File: config.mk
export PLATFORM = sky130hd
export DESIGN_NAME = rx_fifo_evt_ctrl
export DESIGN_NICKNAME = d
export VERILOG_FILES = /design/src/rtl/rxf_pkg.sv /design/src/rtl/rxf_formatter.sv /design/src/rtl/rxf_store.sv /design/src/rtl/rxf_idle_timer.sv /design/src/rtl/rxf_events.sv /design/src/rtl/rx_fifo_evt_ctrl.sv
export SDC_FILE = /design/constraint.sdc
export NUM_CORES = 1
export LEC_CHECK = 0
export BUFFER_PORTS_ARGS = -buffer_cell sky130_fd_sc_hd__buf_2
export CORE_ASPECT_RATIO = 0.8
export CORE_MARGIN = 2
export CORE_UTILIZATION = 44
export CTS_BUF_LIST = sky130_fd_sc_hd__clkbuf_16
export DETAILED_ROUTE_END_ITERATION = 7
export GPL_ROUTABILITY_DRIVEN = 0
export SETUP_SLACK_MARGIN = 0.05
export SLEW_MARGIN = 20
export SYNTH_ARGS = -nofsm -noshare
export SYNTH_HDL_FRONTEND = slang
export SYNTH_SLANG_ARGS = --single-unit
File: constraint.sdc
create_clock -name clk -period 2.8 [get_ports clk]
set_input_delay 0.56 -clock clk [delete_from_list [all_inputs] [get_ports clk]]
set_output_delay 0.56 -clock clk [all_outputs]
set_load 0.02 [all_outputs]
File: src/rtl/rxf_pkg.sv
package rxf_pkg;
   localparam int CHAR_W  = 8;
   localparam int ENTRY_W = 16;

   typedef struct packed {
      logic [CHAR_W-1:0] data;
      logic              parity;
      logic              par_err;
      logic              frm_err;
   } rx_char_t;
endpackage

File: src/rtl/rxf_formatter.sv
module rxf_formatter
   import rxf_pkg::*;
#(
   parameter bit STATUS_EN = 1'b1
) (
   input  rx_char_t             chr,
   input  logic                 par_store,
   input  logic                 stat_store,
   output logic [ENTRY_W-1:0]   entry
);
   localparam int HI_W = ENTRY_W - CHAR_W;
   logic [HI_W-1:0] hi;

   generate
      if (STATUS_EN) begin : g_status
         assign hi = {{(HI_W-3){1'b0}},
                      stat_store & chr.frm_err,
                      stat_store & chr.par_err,
                      par_store  & chr.parity};
      end else begin : g_nostatus
         logic unused_st;
         assign unused_st = stat_store ^ chr.frm_err ^ chr.par_err;
         assign hi = {{(HI_W-1){1'b0}}, par_store & chr.parity};
      end
   endgenerate

   assign entry = {hi, chr.data};
endmodule

File: src/rtl/rxf_store.sv
module rxf_store #(
   parameter int DEPTH = 16,
   parameter int W     = 16,
   localparam int AW   = $clog2(DEPTH),
   localparam int CW   = AW + 1
) (
   input  logic          clk,
   input  logic          rst_n,
   input  logic          wr_req,
   input  logic [W-1:0]  wr_data,
   input  logic          rd_req,
   output logic [W-1:0]  rd_data,
   output logic [CW-1:0] count,
   output logic          full,
   output logic          empty,
   output logic          wr_done
);
   generate
      if (DEPTH < 2 || (DEPTH & (DEPTH - 1)) != 0) begin : g_bad_depth
         $error("rxf_store: DEPTH must be a power of two of at least 2");
      end
   endgenerate

   logic [W-1:0]  mem [DEPTH];
   logic [AW-1:0] wp, rp;
   logic          rd_done;

   assign full    = (count == CW'(DEPTH));
   assign empty   = (count == '0);
   assign wr_done = wr_req & ~full;
   assign rd_done = rd_req & ~empty;
   assign rd_data = mem[rp];

   always_ff @(posedge clk) begin
      if (wr_done) mem[wp] <= wr_data;
   end

   always_ff @(posedge clk or negedge rst_n) begin
      if (!rst_n) begin
         wp    <= '0;
         rp    <= '0;
         count <= '0;
      end else begin
         if (wr_done) wp <= wp + 1'b1;
         if (rd_done) rp <= rp + 1'b1;
         count <= count + CW'(wr_done) - CW'(rd_done);
      end
   end

   assert_full_write_dropped_R4: assert property (@(posedge clk) disable iff (!rst_n)
      (wr_req && full && !rd_req) |=> $stable(count));
   assert_empty_read_ignored_R3: assert property (@(posedge clk) disable iff (!rst_n)
      (rd_req && empty && !wr_req) |=> (count == '0));
   always_comb begin
      if (rst_n) assert_count_bound_R3: assert (count <= CW'(DEPTH));
   end
endmodule

File: src/rtl/rxf_idle_timer.sv
module rxf_idle_timer #(
   parameter int TW = 16
) (
   input  logic          clk,
   input  logic          rst_n,
   input  logic          char_seen,
   input  logic          nonempty,
   input  logic [TW-1:0] limit,
   output logic          fire
);
   generate
      if (TW < 1) begin : g_bad_tw
         $error("rxf_idle_timer: TW must be at least 1");
      end
   endgenerate

   logic [TW-1:0] cnt;
   logic          done;
   logic [TW:0]   nxt;

   assign nxt = {1'b0, cnt} + 1'b1;

   always_ff @(posedge clk or negedge rst_n) begin
      if (!rst_n) begin
         cnt  <= '0;
         done <= 1'b1;
         fire <= 1'b0;
      end else if (char_seen) begin
         cnt  <= '0;
         done <= 1'b0;
         fire <= 1'b0;
      end else if (!done && limit != '0) begin
         if (nxt == {1'b0, limit}) begin
            done <= 1'b1;
            fire <= nonempty;
         end else begin
            cnt  <= nxt[TW-1:0];
            fire <= 1'b0;
         end
      end else begin
         fire <= 1'b0;
      end
   end

   assert_idle_once_R7: assert property (@(posedge clk) disable iff (!rst_n)
      fire |=> !fire);
   assert_idle_restart_R7: assert property (@(posedge clk) disable iff (!rst_n)
      char_seen |=> !fire);
endmodule

File: src/rtl/rxf_events.sv
module rxf_events
   import rxf_pkg::*;
#(
   parameter int CW = 5
) (
   input  logic              clk,
   input  logic              rst_n,
   input  logic              valid,
   input  rx_char_t          chr,
   input  logic              stored,
   input  logic              dropped,
   input  logic              term_en,
   input  logic [CHAR_W-1:0] term_char,
   input  logic [CW-1:0]     thresh,
   input  logic [CW-1:0]     count,
   output logic              evt_thresh,
   output logic              evt_term,
   output logic              evt_par_err,
   output logic              evt_frm_err,
   output logic              ovf
);
   assign evt_thresh = (thresh != '0) && (count >= thresh);

   always_ff @(posedge clk or negedge rst_n) begin
      if (!rst_n) begin
         evt_term    <= 1'b0;
         evt_par_err <= 1'b0;
         evt_frm_err <= 1'b0;
         ovf         <= 1'b0;
      end else begin
         evt_term    <= stored & term_en & (chr.data == term_char);
         evt_par_err <= valid & chr.par_err;
         evt_frm_err <= valid & chr.frm_err;
         if (dropped) ovf <= 1'b1;
      end
   end

   assert_ovf_sticky_R4: assert property (@(posedge clk) disable iff (!rst_n)
      ovf |=> ovf);
   assert_term_after_write_R6: assert property (@(posedge clk) disable iff (!rst_n)
      evt_term |-> (count != '0));
   assert_term_needs_enable_R6: assert property (@(posedge clk) disable iff (!rst_n)
      !term_en |=> !evt_term);
endmodule

File: src/rtl/rx_fifo_evt_ctrl.sv
module rx_fifo_evt_ctrl
   import rxf_pkg::*;
#(
   parameter int DEPTH     = 16,
   parameter int TW        = 16,
   parameter bit STATUS_EN = 1'b1,
   localparam int CW       = $clog2(DEPTH) + 1
) (
   input  logic               clk,
   input  logic               rst_n,
   input  logic               char_valid,
   input  logic [CHAR_W-1:0]  char_data,
   input  logic               char_parity,
   input  logic               char_par_err,
   input  logic               char_frm_err,
   input  logic               cfg_par_store,
   input  logic               cfg_stat_store,
   input  logic [CW-1:0]      cfg_thresh,
   input  logic               cfg_term_en,
   input  logic [CHAR_W-1:0]  cfg_term_char,
   input  logic [TW-1:0]      cfg_idle_limit,
   input  logic               rd_en,
   output logic [ENTRY_W-1:0] rd_data,
   output logic               rd_empty,
   output logic [CW-1:0]      fill_count,
   output logic               evt_thresh,
   output logic               evt_term,
   output logic               evt_idle,
   output logic               evt_par_err,
   output logic               evt_frm_err,
   output logic               ovf_flag
);
   rx_char_t           chr;
   logic [ENTRY_W-1:0] entry;
   logic               full, wr_done;

   assign chr = '{data: char_data, parity: char_parity,
                  par_err: char_par_err, frm_err: char_frm_err};

   rxf_formatter #(.STATUS_EN(STATUS_EN)) u_fmt (
      .chr(chr), .par_store(cfg_par_store), .stat_store(cfg_stat_store),
      .entry(entry));

   rxf_store #(.DEPTH(DEPTH), .W(ENTRY_W)) u_store (
      .clk(clk), .rst_n(rst_n), .wr_req(char_valid), .wr_data(entry),
      .rd_req(rd_en), .rd_data(rd_data), .count(fill_count), .full(full),
      .empty(rd_empty), .wr_done(wr_done));

   rxf_idle_timer #(.TW(TW)) u_idle (
      .clk(clk), .rst_n(rst_n), .char_seen(char_valid), .nonempty(~rd_empty),
      .limit(cfg_idle_limit), .fire(evt_idle));

   rxf_events #(.CW(CW)) u_evt (
      .clk(clk), .rst_n(rst_n), .valid(char_valid), .chr(chr),
      .stored(wr_done), .dropped(char_valid & full),
      .term_en(cfg_term_en), .term_char(cfg_term_char),
      .thresh(cfg_thresh), .count(fill_count),
      .evt_thresh(evt_thresh), .evt_term(evt_term),
      .evt_par_err(evt_par_err), .evt_frm_err(evt_frm_err), .ovf(ovf_flag));

   assert_idle_needs_data_R7: assert property (@(posedge clk) disable iff (!rst_n)
      (rd_empty && !char_valid) |=> !evt_idle);
   assert_err_pulse_R8: assert property (@(posedge clk) disable iff (!rst_n)
      !char_valid |=> (!evt_par_err && !evt_frm_err));
endmodule

==> results_dict.tcl <==
set metrics [dict create \
    vias 5758 \
    start_util_pct 44.8 \
    avgViaCountPerCell 5.71 \
    area_growth_pct 20.1 \
    ys_top_cells_by_area "edfxtp_1, mux4_2, dfrtp_1" \
    clkLatencyLatePin_ns 0.50 \
    finalMaxSlewViolations 0 \
    synthCells 595 \
    avgSynthCellArea_um2 16.2 \
    yosysTopAreaCell "edfxtp_1" \
    ys.flop_type "edfxtp_1" \
    cts-root-buf "clkbuf_16" \
    io_buffers 69 \
    synth_edf_count 176 \
    ys_ff_latch 211 \
    worst_pin_slew_ns 0.849 \
    maxSlewHeadroom_pct 43.4 \
    die_x_um 170 \
    critical_path_class "reg2out" \
    finalCritPeriodShare_pct 106 \
    yosysMostFrequentCell "edfxtp_1" \
    clock.fmax_mhz 336 \
    maxCapViolCount 0 \
    async_reset_ff_share_pct 16.6 \
    cp.arrival_ns 2.42 \
    yosys.area.top_type_share_pct 54.7 \
    whs_ns 0.156 \
    mappedNetlistArea_um2 9660 \
    crit_fanout 5 \
    finClkSkew_ns 0.0114 \
    fp-row-count 48 \
    ios 75 \
    antenna_found_initial 0 \
    die_area_um2 23200 \
    run_status "complete, but fails checks" \
    place_area_um2 10600 \
    synth_cell_types 69 \
    cts_tree "done" \
    die_h_um 137 \
    drive_above_1_share_pct 35.6 \
    cts_buffer_depth 3 \
    ys_seq_area_share_pct 63.8 \
    grtUsageTotal_pct 20.0 \
    h-tree-depth 1 \
    yosys-top-cells-count "edfxtp_1, mux4_2, dfrtp_1" \
    cp-end-kind "output port" \
    hold_viol_final 0 \
    reg2reg_from "u_idle.cnt[3]" \
    wirelength_um 22500 \
    grt_max_degree 37 \
    synth_warnings 0 \
    leakagePower_nw 4.25 \
    fin_nets 784 \
    dp.final_hpwl_um 15400 \
    drc 0 \
    grt_pass1_wl_um 34600 \
    critPathLaunchType "register" \
    finalWorstPathRequiredPeriod_ns 2.98 \
    drtAntennaViolNets 0 \
    numCtsBuffers 22 \
    setup_viol 11 \
    fin_util_pct 53.8 \
    hp-class "in2async" \
    grt_remaining_overflow 0 \
    crit_start "u_store.rp[0]" \
    holdBufCountCts 0 \
    firstDrtPassIters 7 \
    power_density_nw_per_um2 910 \
    rsz0062_at_grt "yes" \
    core_area_um2 21600 \
    cts_sinks 211 \
    wl_per_cell_um 22.3 \
    violations "setup timing" \
    cp.required_ns 2.24 \
    grt_pass1_vias 5863 \
    clk_pin_slew_worst_paths_ns 0.06 \
    dr.first_iter.drc_count 519 \
    final_area_um2 11600 \
    ir_drop_v 0.000464 \
    setup_ws_ns -0.176 \
    diodes 0 \
]
path summary, 6_finish.rpt:
kind	endpoint	slack (ns)	depth (start not counted)
setup / recovery	rd_data[8]	-0.18	6
hold / removal	u_evt.evt_par_err	0.16	1
setup reg to reg	u_idle.cnt[15]	0.20	9
hold reg to reg	u_idle.done	0.49	2
max in group asynchronous	u_store.rp[0]	2.04	1
min in group clk	u_evt.ovf	0.31	2
routing by layer:
| layer | GRT usage [%] | up-vias | part of all wire [%] |
|---|---|---|---|
| met5 | 0 | - | 0 |
| met4 | 3.85 | 0 | 1.6 |
| met3 | 3.59 | 31 | 5.3 |
| met2 | 31.6 | 171 | 47 |
| met1 | 29.6 | 2975 | 46 |
| li1 | - | 2581 | - |
per-stage QoR:
| stage | power, mW | setup slack [ns] | TNS [ns] | std cells |
|---|---|---|---|---|
| finish | 10.6 | -0.176 | -1.56 | 1009 |
| global route | 11.0 | -0.240 | -2.30 | 1009 |
| CTS | 10.5 | -0.200 | -1.78 | 1002 |
| detailed placement | 7.32 | 0.148 | 0 | 951 |
| global placement | 7.26 | 0.164 | 0 | 951 |
| floorplan | 6.22 | 0.0610 | 0 | 599 |
critical path, stage by stage (launching register included):
cell     delay, ns
dfrtp_2       0.41
buf_12        0.13
buf_12        0.12
buf_16        0.12
mux4_2        0.50
mux4_2        0.49
buf_6         0.15
layout make-up:
cell class,instances,area [um2]
inverters,19,71.3
multi-input cells,330,3290
clock inverters,16,91.3
fillers,1680,9960
clock buffers,23,576
well taps,275,344
flip-flops and latches,211,6170
repair buffers,135,1050
power breakdown:
| part | internal, mW | total (mW) | switching (mW) |
|---|---|---|---|
| registers | 3.79 | 4.02 | 0.223 |
| logic | 2.01 | 3.85 | 1.85 |
| clock network | 1.56 | 2.69 | 1.12 |
| total | 7.36 | 10.6 | 3.19 |
flip-flops by register name, indices dropped and copies added, names as in the netlist:
| register | count |
|---|---|
| u_store.rp | 4 |
| u_evt.evt_par_err | 1 |
| u_idle.cnt | 16 |
| u_evt.evt_term | 1 |
| u_store.wp | 4 |
| u_idle.done | 1 |
| u_evt.evt_frm_err | 1 |
| u_store.count | 5 |
| u_store.mem | 176 |
| u_evt.ovf | 1 |
| u_idle.fire | 1 |
cell families (layout without fill, tap and decap cells):
logic type / count (synthesis) / count (layout) / synth area share, %
flip-flops: 211 / 211 / 63.8
AND/OR/NAND/NOR: 152 / 152 / 9.87
AO/OA/AOI/OAI: 64 / 64 / 4.43
multiplexers: 58 / 58 / 13.2
buffers and inverters: 58 / 193 / 3.02
XOR/XNOR: 33 / 33 / 3.29
adder cells (fa/ha/maj): 18 / 18 / 2.41
other: 1 / 5 / 0.0388
repair_timing:
item,4_1_cts,5_1_grt
pin swaps,0,5
endpoints found under the hold margin,0,0
setup buffers,9,6
endpoints found under the setup margin,12,29
resized for setup,22,19
cloned,3,1
cells in the final DEF (no fill, tap or decap), types with 7 or more instances in the layout:
master | netlist | layout
o21ai_0 | 11 | 9
nor2_1 | 28 | 28
dfrtp_1 | 34 | 26
ha_1 | 17 | 16
nor4_1 | 9 | 8
nand3_1 | 10 | 10
a21oi_1 | 23 | 21
nand2_1 | 19 | 19
dfrtp_2 | 0 | 8
nor3b_1 | 10 | 10
xnor2_1 | 18 | 18
buf_2 | 13 | 60
xor2_1 | 12 | 12
clkbuf_16 | 0 | 24
inv_1 | 19 | 26
nor3_1 | 11 | 7
buf_6 | 4 | 9
edfxtp_1 | 176 | 176
mux4_2 | 55 | 55
nand2b_1 | 12 | 11
buf_4 | 7 | 56
Note: power is estimated with default switching activity, not from simulation.
